===== config.mk =====
export PLATFORM = sky130hd
export DESIGN_NAME = ripple_slt_alu
export DESIGN_NICKNAME = d
export VERILOG_FILES = /design/src/rtl/ralu_pkg.sv /design/src/rtl/ralu_decode.sv /design/src/rtl/ralu_slice.sv /design/src/rtl/ralu_zero_detect.sv /design/src/rtl/ripple_slt_alu.sv
export SDC_FILE = /design/constraint.sdc
export NUM_CORES = 1
export LEC_CHECK = 0
export CORE_MARGIN = 2
export CORE_UTILIZATION = 45
export DETAILED_ROUTE_END_ITERATION = 7
export MAX_ROUTING_LAYER = met4
export PLACE_DENSITY = 0.84
export RECOVER_POWER = 25
export SETUP_SLACK_MARGIN = 0.15
export SYNTH_ARGS = -nofsm -noshare
export SYNTH_HDL_FRONTEND = slang
export SYNTH_HIERARCHICAL = 1
export SYNTH_SLANG_ARGS = --single-unit
export TNS_END_PERCENT = 1

===== constraint.sdc =====
create_clock -name vclk -period 48.9
set_clock_uncertainty 0.05 [all_clocks]
set_input_delay 4.89 -clock vclk [all_inputs]
set_output_delay 4.89 -clock vclk [all_outputs]
set_load 0.05 [all_outputs]

===== src/rtl/ralu_pkg.sv =====
package ralu_pkg;

  typedef enum logic [2:0] {
    OP_AND = 3'b000,
    OP_OR  = 3'b001,
    OP_ADD = 3'b010,
    OP_SUB = 3'b110,
    OP_SLT = 3'b111
  } alu_op_e;

  localparam logic [1:0] SEL_AND  = 2'd0;
  localparam logic [1:0] SEL_OR   = 2'd1;
  localparam logic [1:0] SEL_SUM  = 2'd2;
  localparam logic [1:0] SEL_LESS = 2'd3;

  // Carry out of a full adder: majority of its three inputs.
  function automatic logic maj3(input logic x, input logic y, input logic z);
    return (x & y) | (x & z) | (y & z);
  endfunction

  // Sum output of a full adder.
  function automatic logic xor3(input logic x, input logic y, input logic z);
    return x ^ y ^ z;
  endfunction

  // True for the five defined operation codes.
  function automatic logic op_defined(input logic [2:0] code);
    case (code)
      OP_AND, OP_OR, OP_ADD, OP_SUB, OP_SLT: return 1'b1;
      default:                               return 1'b0;
    endcase
  endfunction

  // True for codes whose overflow flag is meaningful.
  function automatic logic op_arith(input logic [2:0] code);
    return (code == OP_ADD) || (code == OP_SUB);
  endfunction

endpackage


===== src/rtl/ralu_decode.sv =====
module ralu_decode
  import ralu_pkg::*;
(
  input  logic [2:0] op_code,
  output logic       bnegate,
  output logic [1:0] mux_sel,
  output logic       op_valid,
  output logic       arith_op
);

  always_comb begin
    bnegate  = op_code[2];
    mux_sel  = op_code[1:0];
    op_valid = op_defined(op_code);
    arith_op = op_arith(op_code);
  end

endmodule


===== src/rtl/ralu_slice.sv =====
module ralu_slice
  import ralu_pkg::*;
#(
  parameter bit IS_MSB = 1'b0
)(
  input  logic       a_bit,
  input  logic       b_bit,
  input  logic       bnegate,
  input  logic       c_in,
  input  logic       less_in,
  input  logic [1:0] mux_sel,
  output logic       r_bit,
  output logic       c_out,
  output logic       set_out,
  output logic       ovf_out
);

  logic b_eff;
  logic sum_bit;

  always_comb begin
    b_eff   = bnegate ? ~b_bit : b_bit;
    sum_bit = xor3(a_bit, b_eff, c_in);
    c_out   = maj3(a_bit, b_eff, c_in);
    case (mux_sel)
      SEL_AND: r_bit = a_bit & b_eff;
      SEL_OR:  r_bit = a_bit | b_eff;
      SEL_SUM: r_bit = sum_bit;
      default: r_bit = less_in;
    endcase
  end

  // Only the top slice exposes its sign and overflow detection.
  generate
    if (IS_MSB) begin : g_top
      assign set_out = sum_bit;
      assign ovf_out = c_in ^ maj3(a_bit, b_eff, c_in);
    end else begin : g_plain
      assign set_out = 1'b0;
      assign ovf_out = 1'b0;
    end
  endgenerate

endmodule


===== src/rtl/ralu_zero_detect.sv =====
module ralu_zero_detect #(
  parameter int WIDTH = 32
)(
  input  logic [WIDTH-1:0] value,
  output logic             is_zero
);

  assign is_zero = ~(|value);

endmodule


===== src/rtl/ripple_slt_alu.sv =====
module ripple_slt_alu #(
  parameter int WIDTH = 32
)(
  input  logic [WIDTH-1:0] a_in,
  input  logic [WIDTH-1:0] b_in,
  input  logic [2:0]       op_code,
  output logic [WIDTH-1:0] result,
  output logic             zero,
  output logic             overflow,
  output logic             carry_out
);

  localparam int MSB = WIDTH - 1;

  logic       bnegate;
  logic [1:0] mux_sel;
  logic       op_valid;
  logic       arith_op;

  // Named internal events, visible to the bound checker.
  logic             slt_sign;
  logic             msb_carry_in;
  logic             msb_carry_out;
  logic             msb_ovf;
  logic [WIDTH-1:0] raw_result;

  ralu_decode u_dec (
    .op_code  (op_code),
    .bnegate  (bnegate),
    .mux_sel  (mux_sel),
    .op_valid (op_valid),
    .arith_op (arith_op)
  );

  generate
    for (genvar i = 0; i < WIDTH; i++) begin : g_bit
      logic c_in;
      logic c_out;
      logic r;
      logic set_o;
      logic ovf_o;

      if (i == 0) begin : g_cin0
        assign c_in = bnegate;
      end else begin : g_cinn
        assign c_in = g_bit[i-1].c_out;
      end

      ralu_slice #(.IS_MSB(i == MSB)) u_slice (
        .a_bit   (a_in[i]),
        .b_bit   (b_in[i]),
        .bnegate (bnegate),
        .c_in    (c_in),
        .less_in ((i == 0) ? slt_sign : 1'b0),
        .mux_sel (mux_sel),
        .r_bit   (r),
        .c_out   (c_out),
        .set_out (set_o),
        .ovf_out (ovf_o)
      );

      assign raw_result[i] = r;

      if (i == MSB) begin : g_msb_tap
        assign slt_sign      = set_o;
        assign msb_ovf       = ovf_o;
        assign msb_carry_in  = c_in;
        assign msb_carry_out = c_out;
      end
    end
  endgenerate

  assign result    = op_valid ? raw_result : '0;
  assign overflow  = arith_op & msb_ovf;
  assign carry_out = msb_carry_out;

  ralu_zero_detect #(.WIDTH(WIDTH)) u_zero (
    .value   (result),
    .is_zero (zero)
  );

endmodule


### Word level (Yosys, flattened, before mapping)

Cells that the tools add are included.

* equality and inequality tests: 6
* multiplexer cells: 66
* bitwise operators: 291
* reductions and logical operators: 5

Operator list (count)
* 1-bit bitwise AND: 97
* 1-bit bitwise OR: 96
* 1-bit case mux with 3 select lines: 32
* 1-bit bitwise XOR: 65
* 1-bit 2-to-1 mux: 33
* 1-bit NOT: 33
* 32-bit 2-to-1 mux: 1
* 32-bit OR reduction: 1
* 3-bit equality test, second input constant: 2
* 5-bit OR reduction: 1
* 3-bit by 1-bit equality test with 1-bit output, second input constant: 1
* 3-bit by 2-bit equality test with 1-bit output, second input constant: 1
* 3-bit logical NOT: 1
* 2-bit by 1-bit equality test with 1-bit output, second input constant: 1
* 2-bit equality test, second input constant: 1
* 2-bit logical NOT: 1
* 1-bit logical OR: 1

* register bits after elaboration: 0
* bits of input ports: 67
* output and inout port bits: 35
* word-level logic and storage cells: 368

### Depth between registers and ports, before layout

Gate-level depths: netlist of the first run.

* depth in word-level cells: 100
* depth in mapped cells: 41

### Cells and area by module

The synthesis of the first run kept the hierarchy.

By module, submodules not included
* ralu_slice at g_bit[0].u_slice ...: instances 31, cells each 11, area an instance 106.4 um2
* ripple_slt_alu: instances 1, cells each 37, area an instance 265.3 um2
* ralu_slice at g_bit[31].u_slice: instances 1, cells each 12, area an instance 107.6 um2
* ralu_zero_detect: instances 1, cells each 11, area an instance 72.6 um2
* ralu_decode: instances 1, cells each 6, area an instance 43.8 um2

### Worst setup path after synthesis of the first run

Ideal clock, no wire load.

* kind: input port to output port
* from: input op_code[2]
* to: output zero
* data arrival time: 20.490 ns
* required time: 43.960 ns
* path slack: 23.470 ns
* stages: 41
* buffers on the path: 1
* path through: buf_4 xor2_1 fa_1 fa_1 fa_1 fa_1 fa_1 fa_1 fa_1 fa_1 fa_1 fa_1 fa_1 fa_1 fa_1 fa_1 fa_1 fa_1 [... 5 more ...] fa_1 fa_1 fa_1 fa_1 fa_1 fa_1 fa_1 fa_1 fa_1 fa_1 inv_1 fa_1 inv_1 mux4_2 and2_2 nor4_1 nand4_1 nor2_1

* longest elaborated chain between the ends: 99
* elaborated cells on any way between the ends: 326

Ends and longest elaborated chain
* start: declaration: line ripple_slt_alu.sv:6 `input logic [2:0] op_code,`
* 1-bit 2-to-1 mux: line ralu_slice.sv:22 `b_eff = bnegate ? ~b_bit : b_bit;`
* 1-bit bitwise AND: line ralu_pkg.sv:18 `return (x & y) | (x & z) | (y & z);`
* 1-bit bitwise OR: line ralu_pkg.sv:18
* 1-bit bitwise OR *: line ralu_pkg.sv:18
* net g_bit[0].c_out: line ripple_slt_alu.sv:38 `logic c_out;`
* 1-bit bitwise AND: line ralu_pkg.sv:18
* 1-bit bitwise OR: line ralu_pkg.sv:18
* 1-bit bitwise OR *: line ralu_pkg.sv:18
* net g_bit[1].c_out: line ripple_slt_alu.sv:38
* [... 3 more ...]
* net g_bit[2].c_out: line ripple_slt_alu.sv:38
* [... 3 more ...]
* net g_bit[3].c_out: line ripple_slt_alu.sv:38
* [... 3 more ...]
* net g_bit[4].c_out: line ripple_slt_alu.sv:38
* [... 3 more ...]
* net g_bit[5].c_out: line ripple_slt_alu.sv:38
* [... 3 more ...]
* net g_bit[6].c_out: line ripple_slt_alu.sv:38
* [... 3 more ...]
* net g_bit[7].c_out: line ripple_slt_alu.sv:38
* [... 3 more ...]
* net g_bit[8].c_out: line ripple_slt_alu.sv:38
* [... 3 more ...]
* net g_bit[10].c_in: line ripple_slt_alu.sv:37 `logic c_in;`
* [... 3 more ...]
* net g_bit[10].c_out: line ripple_slt_alu.sv:38
* [... 3 more ...]
* net g_bit[11].c_out: line ripple_slt_alu.sv:38
* [... 3 more ...]
* net g_bit[12].c_out: line ripple_slt_alu.sv:38
* [... 3 more ...]
* net g_bit[13].c_out: line ripple_slt_alu.sv:38
* [... 3 more ...]
* net g_bit[14].c_out: line ripple_slt_alu.sv:38
* [... 3 more ...]
* net g_bit[15].c_out: line ripple_slt_alu.sv:38
* [... 3 more ...]
* net g_bit[16].c_out: line ripple_slt_alu.sv:38
* [... 3 more ...]
* net g_bit[17].c_out: line ripple_slt_alu.sv:38
* [... 3 more ...]
* net g_bit[18].c_out: line ripple_slt_alu.sv:38
* [... 3 more ...]
* net g_bit[19].c_out: line ripple_slt_alu.sv:38
* [... 3 more ...]
* net g_bit[20].c_out: line ripple_slt_alu.sv:38
* [... 3 more ...]
* net g_bit[21].c_out: line ripple_slt_alu.sv:38
* [... 3 more ...]
* net g_bit[22].c_out: line ripple_slt_alu.sv:38
* [... 3 more ...]
* net g_bit[23].c_out: line ripple_slt_alu.sv:38
* [... 3 more ...]
* net g_bit[24].c_out: line ripple_slt_alu.sv:38
* [... 3 more ...]
* net g_bit[25].c_out: line ripple_slt_alu.sv:38
* [... 3 more ...]
* net g_bit[26].c_out: line ripple_slt_alu.sv:38
* [... 3 more ...]
* net g_bit[27].c_out: line ripple_slt_alu.sv:38
* [... 3 more ...]
* net g_bit[28].c_out: line ripple_slt_alu.sv:38
* [... 3 more ...]
* net g_bit[29].c_out: line ripple_slt_alu.sv:38
* [... 3 more ...]
* net g_bit[30].c_out: line ripple_slt_alu.sv:38
* 1-bit bitwise XOR *: line ralu_pkg.sv:23 `return x ^ y ^ z;`
* net g_bit[31].set_o: line ripple_slt_alu.sv:40 `logic set_o;`
* 1-bit case mux with 3 select lines *: line ralu_slice.sv:25 `case (mux_sel)`
* net g_bit[0].r: line ripple_slt_alu.sv:39 `logic r;`
* 32-bit 2-to-1 mux *: line ripple_slt_alu.sv:73 `assign result = op_valid ? raw_result : '0;`
* net result[0]: line ripple_slt_alu.sv:7 `output logic [WIDTH-1:0] result,`
* 32-bit OR reduction *: line ralu_zero_detect.sv:8 `assign is_zero = ~(|value);`
* 1-bit NOT *: line ralu_zero_detect.sv:8
* end: declaration: line ripple_slt_alu.sv:8 `output logic zero,`

Mark *: on every way through the listed nets, which the timed path passes. The rest lies on a longest branch.

### Worst setup path after layout of the first run

* from: input op_code[2]
* to: output zero

* longest elaborated chain between the ends: 99
* elaborated cells on any way between the ends: 326

Ends and longest elaborated chain (line)
* 1-bit 2-to-1 mux: ralu_slice.sv:22
* 1-bit bitwise AND: ralu_pkg.sv:18
* 1-bit bitwise OR: ralu_pkg.sv:18
* 1-bit bitwise OR *: ralu_pkg.sv:18
* net g_bit[0].c_out: ripple_slt_alu.sv:38
* 1-bit bitwise AND: ralu_pkg.sv:18
* 1-bit bitwise OR: ralu_pkg.sv:18
* 1-bit bitwise OR *: ralu_pkg.sv:18
* net g_bit[1].c_out: ripple_slt_alu.sv:38
* [... 3 more ...]
* net g_bit[2].c_out: ripple_slt_alu.sv:38
* [... 3 more ...]
* net g_bit[3].c_out: ripple_slt_alu.sv:38
* [... 3 more ...]
* net g_bit[4].c_out: ripple_slt_alu.sv:38
* [... 3 more ...]
* net g_bit[5].c_out: ripple_slt_alu.sv:38
* [... 3 more ...]
* net g_bit[6].c_out: ripple_slt_alu.sv:38
* [... 3 more ...]
* net g_bit[7].c_out: ripple_slt_alu.sv:38
* [... 3 more ...]
* net g_bit[8].c_out: ripple_slt_alu.sv:38
* [... 3 more ...]
* net g_bit[10].c_in: ripple_slt_alu.sv:37
* [... 3 more ...]
* net g_bit[10].c_out: ripple_slt_alu.sv:38
* [... 3 more ...]
* net g_bit[11].c_out: ripple_slt_alu.sv:38
* [... 3 more ...]
* net g_bit[12].c_out: ripple_slt_alu.sv:38
* [... 3 more ...]
* net g_bit[13].c_out: ripple_slt_alu.sv:38
* [... 3 more ...]
* net g_bit[14].c_out: ripple_slt_alu.sv:38
* [... 3 more ...]
* net g_bit[15].c_out: ripple_slt_alu.sv:38
* [... 3 more ...]
* net g_bit[16].c_out: ripple_slt_alu.sv:38
* [... 3 more ...]
* net g_bit[17].c_out: ripple_slt_alu.sv:38
* [... 3 more ...]
* net g_bit[18].c_out: ripple_slt_alu.sv:38
* [... 3 more ...]
* net g_bit[19].c_out: ripple_slt_alu.sv:38
* [... 3 more ...]
* net g_bit[20].c_out: ripple_slt_alu.sv:38
* [... 3 more ...]
* net g_bit[21].c_out: ripple_slt_alu.sv:38
* [... 3 more ...]
* net g_bit[22].c_out: ripple_slt_alu.sv:38
* [... 3 more ...]
* net g_bit[23].c_out: ripple_slt_alu.sv:38
* [... 3 more ...]
* net g_bit[24].c_out: ripple_slt_alu.sv:38
* [... 3 more ...]
* net g_bit[25].c_out: ripple_slt_alu.sv:38
* [... 3 more ...]
* net g_bit[26].c_out: ripple_slt_alu.sv:38
* [... 3 more ...]
* net g_bit[27].c_out: ripple_slt_alu.sv:38
* [... 3 more ...]
* net g_bit[28].c_out: ripple_slt_alu.sv:38
* [... 3 more ...]
* net g_bit[29].c_out: ripple_slt_alu.sv:38
* [... 3 more ...]
* net g_bit[30].c_out: ripple_slt_alu.sv:38
* 1-bit bitwise XOR *: ralu_pkg.sv:23
* net g_bit[31].set_o: ripple_slt_alu.sv:40
* 1-bit case mux with 3 select lines *: ralu_slice.sv:25
* net g_bit[0].r: ripple_slt_alu.sv:39
* 32-bit 2-to-1 mux *: ripple_slt_alu.sv:73
* 32-bit OR reduction *: ralu_zero_detect.sv:8
* 1-bit NOT *: ralu_zero_detect.sv:8

Marked as above.

==> flow_summary.yaml, run 1 <==
detailed_routing:
  ant_nets: 0
  wire_per_inst_um: 13.3
  dr.first_iter.drc_count: 90
  routed_wl_um: 7170
  routed-via-count: 2428
  vias_per_cell: 4.51
  dr.pass1.iters: 4
  drcViolationCount: 0
worst_setup_path:
  crit_buf_inv: 5
  crit_type: "input pin to primary output"
  max_stage_delay_ns: 1.72
  worstPathMaxFanout: 34
  cp-start-kind: "input pin"
  slowest_stage: "clkbuf_1"
  arrival_ns: 22.97
  end_kind: "primary output"
  critical_path.top_delay_family: "adder cells"
  crit_top_cell: "fa_1"
  required_ns: 43.96
floorplan:
  io_pins: 102
  start_util: 0.469
  row_count: 30
  die_height_um: 88.4
  die_area_um2: 7810
  die_x_um: 88.4
  placeableCoreArea_um2: 6830
timing:
  min_period_ns: 27.91
  final-hold-violation-count: 0
  rsz0062_at_grt: "no"
  fin_tns_setup_ns: 0
  setup_violations: 0
  finalCritPeriodShare: 0.571
  max_slew_margin: -0.613
  fmaxAchievable_ghz: 0.0358
  worst_slew_pin_slew_ns: 2.42
  finalMaxSlewViolations: 35
  whs_ns: 11.20
placement:
  gp_congestion: 0.853
  port_buffers: 102
  post-dp-hpwl_um: 6120
grt:
  grt_pass1_wl_um: 11900
  grt_util_met1: 0.240
  busiest_layer: "met2"
  antenna_found_initial: 0
  grt_use_met3: 0.00653
  track_usage: 0.196
  grt_pass1_vias: 2681
  use_met2: 0.377
  grt_overflow_total: 0
  grt_max_degree: 36
layout:
  area_growth_pct: 37.8
  seq_area_um2: 0
  diodes: 0
  drive_above_1_share: 0.158
  nClkBuffers: 0
  seq_cells: 0
  final_nets: 607
power:
  power_density_nw_per_um2: 15.0
  power.leakage_nw: 2.16
  peakVddDrop_uv: 11.6
run:
  drv_cap: 1
min_path:
  hp-class: "input pin to primary output"
  min_from: "op_code[1]"
  whs_path_depth: 5
  min_to: "overflow"
run_status:
  violations: "capacitance limit, slew limit"
  outcome: "complete, but fails checks"
clock_tree:
  cts_hold_buf: 0
  cts_setup_buffers: 0
  cts_resized: 0
synthesis:
  avgSynthCellArea_um2: 10.2
  syn_inst: 314
  synth_area_um2: 3200
  yosys_warnings: 6
[worst max-delay path by stage]
stage,start,end,slack [ns],cells past startpoint
2_1_floorplan,op_code[2],zero,23.47,41
3_3_place_gp,op_code[2],zero,22.69,43
3_5_place_dp,op_code[2],zero,22.40,43
4_1_cts,op_code[2],zero,22.36,43
5_1_grt,op_code[2],zero,20.20,43
6_report,op_code[2],zero,20.99,43
[layout make-up]
class	instances	area, µm²
Multi-Input combinational cell	239	2910
Tap cell	96	120
Timing Repair Buffer	104	1020
Fill cell	565	2410
Inverter	99	372
[per-stage QoR]
stage | utilization | setup WS [ns] | cell area (µm²) | total power [mW] | std cells
finish | 0.647 | 20.99 | 4420 | 0.0663 | 538
CTS | 0.647 | 22.36 | 4420 | 0.0675 | 538
global placement | 0.647 | 22.69 | 4420 | 0.0649 | 538
floorplan | - | 23.47 | 3320 | 0.0445 | 344
global route | 0.647 | 20.20 | 4420 | 0.0725 | 538
detailed placement | 0.647 | 22.40 | 4420 | 0.0672 | 538
[placed cells by master, fill, tap and decap left out, drive strengths merged]
| cell type | instances |
|---|---|
| dlygate4sd3 | 7 |
| nand4 | 2 |
| ha | 64 |
| conb | 31 |
| and2 | 33 |
| nor4 | 8 |
| clkbuf | 1 |
| xnor2 | 1 |
| nor2b | 1 |
| inv | 99 |
| nand2 | 1 |
| fa | 32 |
| nor2 | 1 |
| mux2 | 1 |
| buf | 4 |
| clkdlybuf4s50 | 92 |
| mux4 | 32 |
| xor2 | 32 |
[power by group]
| group | switching (mW) | internal [mW] |
|---|---|---|
| Sequential | 0 | 0 |
| Combinational | 0.0370 | 0.0293 |
| Clock | 0 | 0 |
| Total | 0.0370 | 0.0293 |
[per-layer routing]
metal,share of wire,up-vias
met3,0.038,4
met2,0.55,63
met1,0.41,1175
met4,0.0079,0
met5,0,-
li1,-,1186
[tightest hold or removal path, cell delays in order]
cell and delay (ns):
buf_2 0.09, buf_4 0.30, nor2b_1 0.21, and2_1 0.15, clkdlybuf4s50_1 0.69
Note: power is estimated with default switching activity, not from simulation.
==> run 2: changes to the inputs <==
==> constraint.sdc (replaced) <==
create_clock -name vclk -period 28.1
set_clock_uncertainty 0.05 [all_clocks]
set_input_delay 2.81 -clock vclk [all_inputs]
set_output_delay 2.81 -clock vclk [all_outputs]
set_load 0.05 [all_outputs]
==> flow_summary.yaml, run 2 (synthesis results as in run 1) <==
floorplan:
  placeableCoreArea_um2: 6830
  row_count: 30
  die_area_um2: 7810
  start_util: 0.469
  io_pins: 102
  die_x_um: 88.4
  die_height_um: 88.4
detailed_routing:
  routed_wl_um: 7120
  wire_per_inst_um: 13.2
  dr.first_iter.drc_count: 96
  ant_nets: 0
  vias_per_cell: 4.63
  routed-via-count: 2489
  drcViolationCount: 0
  dr.pass1.iters: 4
power:
  power_density_nw_per_um2: 26.0
  power.leakage_nw: 2.16
  design_power_total_mw: 0.115
  peakVddDrop_uv: 18.5
timing:
  fin_tns_setup_ns: 0
  max_slew_margin: -0.592
  fmaxAchievable_ghz: 0.0424
  fin_ws_ns: 4.49
  finalCritPeriodShare: 0.840
  whs_ns: 7.05
  worst_slew_pin_slew_ns: 2.39
  final-hold-violation-count: 0
  finalMaxSlewViolations: 35
  setup_violations: 0
  min_period_ns: 23.61
  rsz0062_at_grt: "no"
placement:
  post-dp-hpwl_um: 6070
  gp_congestion: 0.853
  port_buffers: 102
  dp.cells: 538
  place_ws_ns: 5.84
  placed_cell_area_um2: 4420
grt:
  grt_overflow_total: 0
  grt_max_degree: 36
  track_usage: 0.196
  antenna_found_initial: 0
  grt_pass1_vias: 2697
  grt_pass1_wl_um: 11900
layout:
  final_nets: 607
  final_cells: 538
  final_cell_mix: "99 x inv_1, 92 x clkdlybuf4s50_1, 64 x ha_1"
  drive_above_1_share: 0.158
  nClkBuffers: 0
  n_fill_cell: 563
  diodes: 0
  fin_area_um2: 4420
  seq_cells: 0
  final_common_cell: "inv_1"
  area_growth_pct: 37.8
  seq_area_um2: 0
  final_core_util: 0.647
run_status:
  outcome: "complete, but fails checks"
  violations: "capacitance limit, slew limit"
worst_setup_path:
  slowest_stage: "clkbuf_1"
  startpoint: "op_code[2]"
  crit_type: "input pin to primary output"
  cp-start-kind: "input pin"
  required_ns: 25.24
  max_stage_delay_ns: 1.69
  end_kind: "primary output"
  crit_path_end: "zero"
  worstPathMaxFanout: 34
  crit_top_cell: "fa_1"
  arrival_ns: 20.75
clock_tree:
  cts_setup_buffers: 0
  cts_hold_buf: 0
  cts_resized: 0
min_path:
  hp-class: "input pin to primary output"
run:
  drv_cap: 1
-- run 2: where the power goes --
group | switching, mW | internal, mW | leakage (nW)
registers | 0 | 0 | 0
logic | 0.0641 | 0.0509 | 2.16
clock network | 0 | 0 | 0
-- run 2: worst max-delay path, delay by kind of cell --
| kind | cells | cell delay (ns) |
|---|---|---|
| xor+xnor | 1 | 0.37 |
| fa+ha+maj | 32 | 13.59 |
| buf+inv | 5 | 2.74 |
| mux | 1 | 0.44 |
| simple gates | 4 | 0.76 |
-- run 2: layer usage --
layer / share of wire / global-route usage / vias up
li1: - / - / 1186
met1: 0.39 / 0.233 / 1226
met2: 0.56 / 0.379 / 71
met3: 0.041 / 0.00746 / 6
met4: 0.011 / 0.0207 / 0
met5: 0 / - / -
-- run 2: how the worst min path moves through the flow --
stage | slack, ns | cells past startpoint | endpoint | from
floorplan | 5.90 | 2 | overflow | op_code[0]
global placement | 7.06 | 5 | overflow | op_code[1]
detailed placement | 7.06 | 5 | overflow | op_code[1]
CTS | 7.07 | 5 | overflow | op_code[1]
global route | 7.14 | 5 | overflow | op_code[1]
finish | 7.05 | 5 | overflow | op_code[1]
-- run 2: layout make-up --
cell class,count,area (µm²),share of cell area
multi-input combinational,239,2910,0.658
tap,96,120,0.0272
timing repair buffer,104,1020,0.230
inverter,99,372,0.0841
==> run 3: changes to the inputs <==
--- a/config.mk
+++ b/config.mk
@@ -9,7 +9,7 @@
 export CORE_UTILIZATION = 45
 export DETAILED_ROUTE_END_ITERATION = 7
 export MAX_ROUTING_LAYER = met4
-export PLACE_DENSITY = 0.84
+export PLACE_DENSITY = 0.87
 export RECOVER_POWER = 25
 export SETUP_SLACK_MARGIN = 0.15
 export SYNTH_ARGS = -nofsm -noshare
==> constraint.sdc (replaced) <==
create_clock -name vclk -period 19.3
set_clock_uncertainty 0.05 [all_clocks]
set_input_delay 1.93 -clock vclk [all_inputs]
set_output_delay 1.93 -clock vclk [all_outputs]
set_load 0.05 [all_outputs]
==> flow_summary.yaml, run 3 (synthesis results as in run 1) <==
detailed_routing:
  top_layer: "met4"
  vias_per_cell: 4.65
  wl_met3_um: 369
  ant_nets: 0
  routed_wl_um: 7840
  drcViolationCount: 0
  routed-via-count: 2531
  wl_met1_um: 2820
  wire_per_inst_um: 14.4
  dr.first_iter.drc_count: 54
  wl_met2_um: 4570
  dr.pass1.iters: 4
floorplan:
  die_area_um2: 7810
  die_x_um: 88.4
  start_util: 0.469
  placeableCoreArea_um2: 6830
  row_count: 30
  die_height_um: 88.4
  io_pins: 102
power:
  power_density_nw_per_um2: 38.8
  power_switching_mw: 0.0973
  comb_power_share: 1.000
  power.leakage_nw: 2.20
  peakVddDrop_uv: 30.8
  p_int_mw: 0.0798
  clockPowerShare: 0
  seqPwrFrac: 0
  design_power_total_mw: 0.177
  sw_frac_of_total: 0.549
grt:
  track_usage: 0.214
  grt_overflow_total: 0
  grt_pass1_vias: 2758
  antenna_found_initial: 0
  grt_pass1_wl_um: 12600
  grt_max_degree: 36
timing:
  finalCritPeriodShare: 0.964
  min_period_ns: 18.60
  max_slew_margin: 0.446
  fin_ws_ns: 0.704
  final-hold-violation-count: 0
  fmaxAchievable_ghz: 0.0538
  rsz0062_at_grt: "no"
  finalMaxSlewViolations: 0
  worst_slew_pin_slew_ns: 0.831
  setup_violations: 0
worst_setup_path:
  required_ns: 17.32
  end_kind: "primary output"
  crit_type: "input pin to primary output"
  critical_path.top_delay_family: "adder cells"
  startpoint: "b_in[0]"
  worstPathMaxFanout: 2
  max_stage_delay_ns: 0.45
  arrival_ns: 16.62
  crit_buf_inv: 4
  cp-start-kind: "input pin"
  slowest_stage: "mux4_2"
  crit_top_cell: "fa_2"
layout:
  final_cell_mix: "99 x inv_1, 85 x clkdlybuf4s50_1, 64 x ha_1"
  final_nets: 613
  n_fill_cell: 552
  nClkBuffers: 0
  seq_area_um2: 0
  area_growth_pct: 42.5
  diodes: 0
  seq_cells: 0
  fin_area_um2: 4570
  final_core_util: 0.668
  drive_above_1_share: 0.232
  final_cells: 544
  final_common_cell: "inv_1"
clock_tree:
  cts_hold_buf: 0
  cts_setup_buffers: 0
placement:
  post-dp-hpwl_um: 6690
  gp_congestion: 0.839
  port_buffers: 102
  dp.cells: 544
  placed_cell_area_um2: 4510
  place_ws_ns: -0.468
min_path:
  min_from: "op_code[0]"
  min_to: "overflow"
  whs_path_depth: 4
  hp-class: "input pin to primary output"
run:
  drv_cap: 0
run_status:
  outcome: "completed"
-- run 3: what timing repair did --
item                                    CTS  global route
endpoints found under the setup margin    3             1
gates resized for setup                  12             8
pin swaps                                 2             2
-- run 3: final cells by class --
type	count	area, µm²	share of cell area
inverter	99	372	0.0814
timing repair buffer	110	1100	0.241
tap	96	120	0.0263
multi-input combinational	239	2970	0.651
-- run 3: how the worst max path moves through the flow --
| stage | endpoint | slack (ns) | cells past startpoint |
|---|---|---|---|
| after CTS | zero | 0.19 | 42 |
| final | zero | 0.70 | 42 |
| after floorplan | zero | 0.22 | 41 |
| after global placement | zero | -0.17 | 42 |
| after global routing | zero | 0.17 | 42 |
| after detailed placement | zero | -0.47 | 42 |
-- run 3: power groups by stage --
stage	Combinational [mW]	Sequential, mW	Clock, mW
3_3_place_gp	0.169	0	0
5_1_grt	0.193	0	0
2_1_floorplan	0.113	0	0
6_report	0.177	0	0
3_5_place_dp	0.177	0	0
4_1_cts	0.179	0	0
-- run 3: layer usage --
layer	up-vias	GRT usage
met2	75	0.452
met5	-	-
li1	1198	-
met1	1252	0.217
met3	6	0.0149
met4	0	0.0220
-- run 3: per-stage QoR --
step	hold slack, ns	setup TNS, ns
floorplan	4.14	0
global placement	4.69	-0.174
detailed placement	4.71	-0.468
CTS	4.71	0
global route	4.74	0
finish	4.69	0
